### src/rtl/irq_route_pkg.sv
package irq_route_pkg;

    localparam int NUM_SRC   = 112;
    localparam int NUM_CORE  = 2;
    localparam int ADDR_W    = 12;
    localparam int DATA_W    = 16;
    localparam int WIN_BASE  = 'h880;
    localparam int WIN_BYTES = 2 * NUM_SRC;
    localparam int WIN_END   = WIN_BASE + WIN_BYTES;
    localparam int IDX_W     = $clog2(NUM_SRC);

    typedef logic [NUM_SRC-1:0]  src_vec_t;
    typedef logic [NUM_CORE-1:0] core_map_t;
    typedef logic [IDX_W-1:0]    src_idx_t;

    typedef struct packed {
        logic              sel;
        logic              we;
        logic [ADDR_W-1:0] addr;
        logic [DATA_W-1:0] wdata;
    } bus_req_t;

    typedef struct packed {
        logic     hit;
        src_idx_t idx;
    } win_dec_t;

    function automatic logic [DATA_W-1:0] pack_map(input core_map_t m);
        return DATA_W'(m);
    endfunction

endpackage

### src/rtl/irq_route_decode.sv
module irq_route_decode
    import irq_route_pkg::*;
#(
    parameter int P_ADDR_W = ADDR_W,
    parameter int P_BASE   = WIN_BASE,
    parameter int P_END    = WIN_END,
    parameter int P_IDX_W  = IDX_W
) (
    input  logic [P_ADDR_W-1:0] addr,
    output logic                hit,
    output logic [P_IDX_W-1:0]  idx
);
    localparam logic [P_ADDR_W-1:0] BASE_A = P_ADDR_W'(P_BASE);
    localparam logic [P_ADDR_W-1:0] END_A  = P_ADDR_W'(P_END);

    logic [P_ADDR_W-1:0] off;
    logic                unused_off_bits;

    assign off = addr - BASE_A;
    assign hit = (addr >= BASE_A) && (addr < END_A);
    assign idx = off[P_IDX_W:1];
    assign unused_off_bits = ^{off[P_ADDR_W-1:P_IDX_W+1], off[0]};

endmodule

### src/rtl/irq_route_table.sv
module irq_route_table
    import irq_route_pkg::*;
#(
    parameter int P_SRC   = NUM_SRC,
    parameter int P_CORE  = NUM_CORE,
    parameter int P_IDX_W = IDX_W
) (
    input  logic                           clk,
    input  logic                           rst,
    input  logic                           wr,
    input  logic [P_IDX_W-1:0]             idx,
    input  logic [P_CORE-1:0]              wmap,
    output logic [P_CORE-1:0][P_SRC-1:0]   en,
    output logic [P_CORE-1:0]              rmap
);
    logic [P_SRC-1:0] row_sel;

    for (genvar s = 0; s < P_SRC; s++) begin : g_sel
        assign row_sel[s] = (idx == P_IDX_W'(s));
    end

    for (genvar c = 0; c < P_CORE; c++) begin : g_core
        logic [P_SRC-1:0] en_q;

        always_ff @(posedge clk) begin
            if (rst) begin
                en_q <= '0;
            end else if (wr) begin
                for (int s = 0; s < P_SRC; s++) begin
                    if (row_sel[s]) en_q[s] <= wmap[c];
                end
            end
        end

        assign en[c]   = en_q;
        assign rmap[c] = |(en_q & row_sel);
    end

endmodule

### src/rtl/irq_route_gate.sv
module irq_route_gate
    import irq_route_pkg::*;
#(
    parameter int P_SRC  = NUM_SRC,
    parameter int P_CORE = NUM_CORE
) (
    input  logic [P_SRC-1:0]             lvl,
    input  logic [P_CORE-1:0][P_SRC-1:0] en,
    output logic [P_CORE-1:0][P_SRC-1:0] out
);
    for (genvar c = 0; c < P_CORE; c++) begin : g_core
        assign out[c] = lvl & en[c];
    end

endmodule

### src/rtl/irq_route_ctrl.sv
module irq_route_ctrl
    import irq_route_pkg::*;
(
    input  logic              clk,
    input  logic              rst,
    input  logic              bus_sel,
    input  logic              bus_we,
    input  logic [11:0]       bus_addr,
    input  logic [15:0]       bus_wdata,
    output logic [15:0]       bus_rdata,
    input  logic [111:0]      irq_in,
    output logic [111:0]      core0_irq,
    output logic [111:0]      core1_irq
);
    bus_req_t                           req;
    win_dec_t                           dec;
    core_map_t                          rmap;
    logic [NUM_CORE-1:0][NUM_SRC-1:0]   en;
    logic [NUM_CORE-1:0][NUM_SRC-1:0]   gated;
    logic [DATA_W-1:0]                  rdata_q;
    logic                               unused_wdata_hi;

    assign req = '{sel: bus_sel, we: bus_we, addr: bus_addr, wdata: bus_wdata};
    assign unused_wdata_hi = ^req.wdata[DATA_W-1:NUM_CORE];

    irq_route_decode u_dec (
        .addr (req.addr),
        .hit  (dec.hit),
        .idx  (dec.idx)
    );

    irq_route_table u_tbl (
        .clk  (clk),
        .rst  (rst),
        .wr   (req.sel && req.we && dec.hit),
        .idx  (dec.idx),
        .wmap (req.wdata[NUM_CORE-1:0]),
        .en   (en),
        .rmap (rmap)
    );

    irq_route_gate u_gate (
        .lvl (irq_in),
        .en  (en),
        .out (gated)
    );

    always_ff @(posedge clk) begin
        if (rst) begin
            rdata_q <= '0;
        end else if (req.sel && !req.we && dec.hit) begin
            rdata_q <= pack_map(rmap);
        end else begin
            rdata_q <= '0;
        end
    end

    assign bus_rdata = rdata_q;
    assign core0_irq = gated[0];
    assign core1_irq = gated[1];

endmodule

### config.mk
export PLATFORM = sky130hd
export DESIGN_NAME = irq_route_ctrl
export DESIGN_NICKNAME = d
export VERILOG_FILES = /design/src/rtl/irq_route_pkg.sv /design/src/rtl/irq_route_decode.sv /design/src/rtl/irq_route_table.sv /design/src/rtl/irq_route_gate.sv /design/src/rtl/irq_route_ctrl.sv
export SDC_FILE = /design/constraint.sdc
export NUM_CORES = 1
export LEC_CHECK = 0
export ABC_AREA = 1
export BUFFER_PORTS_ARGS = -buffer_cell sky130_fd_sc_hd__buf_4
export CAP_MARGIN = 0
export CORE_MARGIN = 5
export CORE_UTILIZATION = 30
export CTS_BUF_LIST = sky130_fd_sc_hd__clkbuf_16
export CTS_CLUSTER_DIAMETER = 200
export DETAILED_ROUTE_END_ITERATION = 7
export GPL_TIMING_DRIVEN = 0
export PLACE_DENSITY_LB_ADDON = 0.08
export SLEW_MARGIN = 20
export SYNTH_ARGS = -nofsm -noshare
export SYNTH_HDL_FRONTEND = slang
export SYNTH_HIERARCHICAL = 1
export SYNTH_SLANG_ARGS = --single-unit
### constraint.sdc
create_clock -name clk -period 1.7 [get_ports clk]
set_clock_uncertainty 0.1 [all_clocks]
set_input_delay 0.17 -clock clk [delete_from_list [all_inputs] [get_ports clk]]
set_output_delay 0.17 -clock clk [all_outputs]
set_load 0.01 [all_outputs]
Word level (Yosys, flattened, before mapping)
Cells that the tools add are included.
{ "op_classes": {"bitwise": 5, "eq_ne": 111, "magnitude_cmp": 2, "add_sub_neg": 1, "n_reduce_logical": 122} }
{ "ops": {"columns": ["op", "n"], "rows": [
  ["$and A112 B112 Y112", 4],
  ["$eq A7 B7 Y1 const B", 48],
  ["$eq A7 B6 Y1 const B", 32],
  ["$reduce_and A2 Y1", 112],
  ["$reduce_or A112 Y1", 2],
  ["$eq A7 B5 Y1 const B", 16],
  ["$eq A7 B4 Y1 const B", 8],
  ["$eq A7 B3 Y1 const B", 4],
  ["$eq A7 B2 Y1 const B", 2],
  ["$ge A12 B12 Y1 const B", 1],
  ["$lt A12 B12 Y1 const B", 1],
  ["$sub A8 B8 Y8 const B", 1],
  ["$eq A7 B1 Y1 const B", 1],
  ["$logic_not A7 Y1", 1],
  ["$logic_and A1 B1 Y1", 5],
  ["$reduce_or A2 Y1", 1],
  ["$logic_not A1 Y1", 1],
  ["$not A1 Y1", 1]
]} }
{ "totals": {"elab_cells": 467, "ff_bits": 240, "output_inout_bits": 240} }

Logic depth before layout (Yosys ltp)
Gate-level depths: netlist of the first run.
{ "logic_depth": {"depth_word": 5, "ltp_mapped": 16, "mapped_depth_nobuf": 14} }

Modules after synthesis
The synthesis of the first run kept the hierarchy.
{ "modules_own_cells": {"columns": ["mod", "area_each_um2", "seq_area_each_um2", "instances", "cells_per_inst"], "rows": [
  ["irq_route_table", 11373.4, 4484.3, 1, 1704],
  ["irq_route_gate", 1681.6, 0.0, 1, 448],
  ["irq_route_ctrl", 186.4, 40.0, 1, 27],
  ["irq_route_decode", 95.1, 0.0, 1, 16]
]} }

Worst setup path after synthesis of the first run
Ideal clock, no wire load.
{ "synth_path": {"path_type": "input to register", "startpoint": "in bus_addr[11]", "endpoint": "reg u_tbl.g_core[0].en_q[60]", "required_time_ns": 1.468, "cell_stages": 12, "arrival_time_ns": 1.573, "slack_ns": -0.105, "setup_ns": 0.132, "path_cell_list": "inv_1 -> nor2_4 -> nand3_1 -> nor2_1 -> nand2_1 -> nor2_1 -> clkbuf_1 -> clkbuf_1 -> clkbuf_1 -> nand3_1 -> nand2_1 -> a21oi_1"} }
{ "synth_lines": {"columns": ["element", "line", "source"], "rows": [
  ["start, declared", "irq_route_ctrl.sv:8", "input logic [11:0] bus_addr,"],
  ["end signal, assigned by index", "irq_route_table.sv:30", "if (row_sel[s]) en_q[s] <= wmap[c];"],
  ["end, declared", "irq_route_table.sv:23", "logic [P_SRC-1:0] en_q;"]
]} }

Worst setup path after layout of the first run
{ "layout_path": {"startpoint": "in bus_addr[1]", "endpoint": "reg rdata_q[0] (netlist: bus_rdata[0])"} }
{ "layout_between": {"elab_cells_between_ends": 121, "classes_between": "add/sub: 1; order compare: 2; eq/ne: 111; bitwise: 2; reduce/logical: 5"} }
{ "layout_lines": {"columns": ["element", "line", "source"], "rows": [
  ["$sub A8 B8 Y8 *", "irq_route_decode.sv:19", "assign off = addr - BASE_A;"],
  ["$eq A7 B1 Y1 (tied with other cells)", "irq_route_table.sv:19", "assign row_sel[s] = (idx == P_IDX_W'(s));"],
  ["$and A112 B112 Y112 *", "irq_route_table.sv:36", "assign rmap[c] = |(en_q & row_sel);"],
  ["$reduce_or A112 Y1 *", "irq_route_table.sv:36", null],
  ["net rmap[0]", "irq_route_ctrl.sv:17", "core_map_t rmap;"],
  ["end signal, assigned", "irq_route_ctrl.sv:52", "rdata_q <= pack_map(rmap);"],
  ["end, declared", "irq_route_ctrl.sv:20", "logic [DATA_W-1:0] rdata_q;"]
]} }
The timed path passes the listed nets; every way through them passes the cells marked *.
A chain may end at the register's enable or synchronous reset.

==> results of run 1 <==
placed cells by master, fill, tap and decap left out:
| cell | Yosys | routed |
|---|---|---|
| nand2_1 | 692 | 682 |
| buf_4 | 44 | 418 |
| nand3_1 | 297 | 295 |
| inv_1 | 251 | 257 |
| dfxtp_1 | 226 | 226 |
| a21oi_1 | 225 | 225 |
| nand4_1 | 184 | 184 |
| nor2_1 | 110 | 97 |
| clkbuf_1 | 84 | 50 |
| buf_2 | 55 | 38 |
| clkbuf_16 | 0 | 29 |
| clkbuf_4 | 0 | 21 |
| nor2_4 | 1 | 15 |
| clkbuf_2 | 0 | 15 |
| conb_1 | 1 | 14 |
| nand2_2 | 1 | 11 |
| nor2_2 | 12 | 11 |
| clkinv_1 | 0 | 6 |
| buf_6 | 2 | 6 |
| clkinv_2 | 0 | 5 |
| dlygate4sd3_1 | 0 | 5 |
| inv_2 | 4 | 4 |
| nand3_2 | 3 | 4 |
| bufinv_16 | 0 | 2 |
| inv_6 | 0 | 1 |
| clkinvlp_4 | 0 | 1 |
| nand3_4 | 0 | 1 |
| clkbuf_8 | 0 | 1 |
| buf_1 | 3 | 1 |
stage by stage:
stage | setup TNS [ns] | util [%] | total power [mW] | setup slack (ns)
after detailed placement | -264.18 | 38.0 | 6.52 | -1.29
after global routing | -0.0681 | 41.0 | 12.7 | -0.0522
after CTS | 0 | 40.6 | 12.4 | 0.0000886
after floorplan | -3.05 | - | 5.90 | -0.0418
after global placement | -248.69 | 38.0 | 6.51 | -1.23
final | -0.00380 | 41.0 | 12.4 | -0.00380
cell type report:
class                   count  area share (%)
repair buffers            367            15.3
clock inverters            21           0.789
inverters                 255            5.32
plain buffers             188            6.18
clock buffers              29            4.02
flip-flops and latches    226            25.0
well taps                 592            4.10
multi-input cells        1539            39.3
per-layer routing:
layer | part of all wire (%) | wire length (µm) | vias to the layer above | GRT usage (%)
met5 | 0.0096 | 7 | - | 0
met4 | 5.2 | 3810 | 2 | 12.5
met3 | 10 | 7440 | 179 | 6.14
met2 | 44 | 31700 | 939 | 43.5
met1 | 41 | 29800 | 7899 | 37.2
li1 | - | - | 7952 | -
sequential cells by signal, summed over array words and instances, names as in the netlist:
register	flops
bus_rdata	2
u_tbl/g_core.en_q	224
cells by family after synthesis:
family                 share of synthesized area, %
AO/OA/AOI/OAI                                  8.44
buffers and inverters                          14.3
flip-flops                                     33.9
other                                        0.0281
AND/OR/NAND/NOR                                43.3
Yosys cell counts, drive strengths merged:
| cell type | n |
|---|---|
| nand3 | 300 |
| clkbuf | 84 |
| inv | 255 |
| conb | 1 |
| nand2 | 693 |
| a21oi | 225 |
| nor2 | 123 |
| nand4 | 184 |
| dfxtp | 226 |
| buf | 104 |
worst reg2reg max path, stage by stage (launching register included):
cell     delay (ns)
dfxtp_1        0.35
nand3_1        0.10
nand2_1        0.07
nor2_2         0.24
nand2_1        0.11
nor2_1         0.10
nand2_1        0.14
nor2_1         0.12
nand2_1        0.06
inv_1          0.05
nor2_1         0.05
timing repair:
action                                  4_1_cts  5_1_grt
hold buffers                                  5        0
buffers inserted                             10        4
endpoints found under the setup margin      226      206
pin swaps                                     9        3
gates resized for setup                      61       57
endpoints found under the hold margin        24        0
path summary, 6_finish.rpt:
check / start / endpoint / slack [ns] / depth (start not counted)
min: bus_addr[3] / u_tbl/g_core[1].en_q[8]$_SDFFE_PP0P_ / 0.06 / 6
min reg2reg: u_tbl/g_core[0].en_q[89]$_SDFFE_PP0P_ / u_tbl/g_core[0].en_q[89]$_SDFFE_PP0P_ / 0.38 / 2
max reg2reg: u_tbl/g_core[0].en_q[66]$_SDFFE_PP0P_ / bus_rdata[0]$_SDFF_PP0_ / 0.11 / 10
max: bus_addr[1] / bus_rdata[0]$_SDFF_PP0_ / -0.004 / 14
power by group:
part	internal, mW	switching, mW	total [mW]	leakage, nW
clock	3.35	2.48	5.84	0.456
combinational	0.367	0.854	1.22	6.99
sequential	5.30	0.000689	5.30	1.82
total	9.02	3.34	12.4	9.27
==> results.ini, run 1 <==
[setup_path]
critPathMaxStageDelay_ns = 0.38
cp_cell_sequence = buf_4 -> nor2_1 -> nand2_2 -> nor2_1 -> nand2_1 -> nand2_1 -> nor2_1 -> nand2_1 -> nor2_1 -> nand2_1 -> nor2_1 -> nand2_1 -> inv_1 -> nor2_1
crit_top_cell = nor2_1
critical_path_required_ns = 2.08
cp-start-kind = input port
critical_path_class = in -> reg
critPathSlowestCell = nor2_1
cp-end-kind = flop
cp_data_arrival_time_ns = 2.09
path_max_fanout = 5
cp_top_family = simple AND/OR/NAND/NOR gates
critPathBufInv = 2

[drt]
drt_iter0_drc = 1900
avgRoutedWirePerCell_um = 22.6
via_per_inst = 5.28
antenna_left = 0
drc_errors = 0
dr.pass1.iters = 6
vias = 17000
wl_mm = 72.8

[status]
violations = negative setup slack
status = finished, violations left

[flow_run]
cap_violations = 0

[grt]
grt_max_degree = 14
grt_pass1_vias = 15900
antenna_found_initial = 1
grt_use_total_pct = 27.9
grt_pass1_wl_mm = 105
grt.overflow.total = 0

[logic_synthesis]
yosysWarnings = 6
ys_seq_elements = 226
yosysSeqAreaShare_pct = 33.9
synth_top_area_cell = dfxtp_1
postSynthAreaPerCell_um2 = 6.08
synthesis.instances = 2195
synth_top_area_share_pct = 33.9
synth_area_um2 = 13300
synth.area.top_cells = dfxtp_1, nand2_1, nand3_1
synth_cell_type_count = 18

[pwr]
ir_worst_vdd_v = 0.000599
leakage_nw = 9.27
power.density_nw_per_um2 = 684

[finish]
multi_input_area_um2 = 7090
syn_to_final_growth_pct = 35.5
stdcell_area_um2 = 18100
stdcell_count = 3217
nFillCells = 4888
fin_nets = 2749
ff_latch_area_um2 = 4520
drive_gt1_share_pct = 22.2
diodes = 0

[floorplanning]
initial_core_util_pct = 30.2
die_w_um = 221
core-area_um2 = 44100
rows = 77
dieArea_um2 = 48800
ios = 384
die_h_um = 221

[sta]
slew_headroom_pct = 41.0
rsz0062_at_grt = yes
layout_worst_path_cycle_share_pct = 100
finalCriticalPeriod_ns = 1.70
max_freq_ghz = 0.587
drv_slew = 0
worstMarginPinSlew_ns = 0.885
hold_viol = 0
worst_slack_ns = -0.00380
finalSetupViolations = 1
hold_ws_ns = 0.0611

[place]
place_inst = 3148
hpwl_mm = 52.4
io_buffers = 348
gp_congestion = 0.934
placed_area_um2 = 16800

[clock_tree]
h-tree-depth = 1
clock_path_buffers = 3
root_buffer = clkbuf_16
clk_pin_slew_worst_paths_ns = 0.06
clk-insertion-delay-late_ns = 0.57
cts_sinks = 226
cts_tree = built
cts_buffers = 28

[min_path]
hp-class = in -> reg

No activity file was read; power rests on OpenSTA's default activity.
==> run 2, diff against run 1 <==
Settings changed: SETUP_SLACK_MARGIN from default to 0.05.
==> run 2 against run 1 <==
Against the previous run:
- the flow now finishes without violations
- final cell count up 0.40%
- utilization is 0.81 points higher
- via count grew 1.2%
- fmax is 0.85% higher
- critical path type unchanged
- setup slack gained 0.014 ns
- largest cell class unchanged
- register-to-register slack improved by 0.05 ns
- combinational power grew 4%
- sequential power barely moved
- wire length fell by 0.70%
- power is 3.5% higher
==> results.ini, run 2 (synthesis results as in run 1) <==
[finish]
final_cell_mix = nand2_1, buf_4, nand3_1, inv_1, dfxtp_1
top_register = u_tbl/g_core.en_q
final_common_cell = nand2_1
nFillCells = 4833
diodes = 0
syn_to_final_growth_pct = 38.2
largest_reg_flops = 224
ff_latch_area_um2 = 4520
multi_input_area_um2 = 7130
drive_gt1_share_pct = 22.9
fin_nets = 2763
stdcell_area_um2 = 18400

[pwr]
p_sw_mw = 3.32
power.internal_mw = 9.46
leakage_nw = 9.41
p_clk_share_pct = 48.6
ir_worst_vdd_v = 0.000595
swShare_pct = 25.9
power_frac_comb_pct = 9.9
power.density_nw_per_um2 = 693
p_seq_share_pct = 41.4

[sta]
hold_viol = 0
finalSetupViolations = 0
max_freq_ghz = 0.592
slew_headroom_pct = 39.1
rsz0062_at_grt = yes
worst_slack_ns = 0.0106
worstMarginPinSlew_ns = 0.914
drv_slew = 0
layout_worst_path_cycle_share_pct = 99.4
finalCriticalPeriod_ns = 1.69

[setup_path]
critical_path_class = in -> reg
crit_top_cell = buf_4
ff2ff_path_depth = 10
critPathSlowestCell = buf_2
cp_data_arrival_time_ns = 2.06
cp-end-kind = flop
critical_path_required_ns = 2.08
critPathMaxStageDelay_ns = 0.47
cp_cell_sequence = buf_4 -> inv_1 -> nand2_1 -> nor2_4 -> buf_4 -> buf_2 -> nand4_1 -> a21oi_1
path_max_fanout = 10
cp-start-kind = input port

[drt]
via_per_inst = 5.32
avgRoutedWirePerCell_um = 22.4
dr.pass1.iters = 6
antenna_left = 0
wl_mm = 72.3
drt_iter0_drc = 1909
drc_errors = 0
vias = 17200

[floorplanning]
core-area_um2 = 44100
die_h_um = 221
rows = 77
dieArea_um2 = 48800
initial_core_util_pct = 30.2
ios = 384
die_w_um = 221

[place]
hpwl_mm = 52.2
placed_area_um2 = 16800
post-place-ws_ns = -1.03
io_buffers = 348
gp_congestion = 0.950

[flow_run]
cap_violations = 0

[clock_tree]
clock_path_buffers = 3
clk_pin_slew_worst_paths_ns = 0.06
root_buffer = clkbuf_16
cts_tree = built
cts_buffers = 27
h-tree-depth = 1
clk-insertion-delay-late_ns = 0.57
cts_sinks = 226

[grt]
grt_max_degree = 14
grt_use_total_pct = 27.6
grt.overflow.total = 0
grt_pass1_wl_mm = 104
antenna_found_initial = 3
grt_pass1_vias = 15900

[min_path]
min_path_cells = 6
hp-class = in -> reg

[status]
status = completed

-- run 2: through the flow --
step                      std cells  power, mW  util, %  hold WS (ns)  TNS, ns
after floorplan                2208       5.90        -         0.238        0
after global placement         3148       6.51     38.0         0.366  -200.94
after detailed placement       3148       6.51     38.0         0.377  -199.03
after CTS                      3205       12.7     40.7       -0.0386  -0.0731
after global routing           3230       13.1     41.8       0.00706  -0.0285
final                          3230       12.8     41.8       0.00313        0
-- run 2: power by group through the flow --
stage,sequential [mW],clock (mW),combinational (mW)
floorplan,5.41,0,0.485
global placement,5.41,0,1.09
detailed placement,5.41,0,1.10
CTS,5.30,6.29,1.15
global route,5.29,6.51,1.30
finish,5.30,6.21,1.27
-- run 2: critical path: cells and delay by family --
family	cells	cell delay, ns
compound gates	1	0.19
buf+inv	4	0.99
simple gates	3	0.70
-- run 2: what timing repair did --
item                                    CTS  global route
pin swaps                                 3            10
hold endpoints to repair                 28             1
cloned                                    0             1
hold buffers                              4             1
endpoints found under the setup margin  226           203
setup buffers                             5            23
resized for setup                        60           117
-- run 2: routing by layer --
| metal | track usage (%) | part of all wire (%) |
|---|---|---|
| met1 | 36.3 | 40 |
| met2 | 43.1 | 44 |
| met3 | 6.37 | 10 |
| met4 | 12.9 | 5.3 |
| met5 | 0 | 0.032 |
-- run 2: final timing paths --
kind,from,end,slack (ns)
max,bus_addr[2],u_tbl/g_core[0].en_q[13]$_SDFFE_PP0P_,0.01
min reg2reg,u_tbl/g_core[0].en_q[24]$_SDFFE_PP0P_,u_tbl/g_core[0].en_q[24]$_SDFFE_PP0P_,0.39
max reg2reg,u_tbl/g_core[0].en_q[26]$_SDFFE_PP0P_,bus_rdata[0]$_SDFF_PP0_,0.16
min,bus_addr[1],u_tbl/g_core[1].en_q[66]$_SDFFE_PP0P_,0.003
-- run 2: layout make-up --
class,instances,share of cell area [%]
repair buffers,382,15.9
inverters,255,5.21
plain buffers,188,6.67
well taps,592,4.02
flip-flops and latches,226,24.6
multi-input cells,1539,38.7
clock inverters,21,1.33
clock buffers,27,3.67
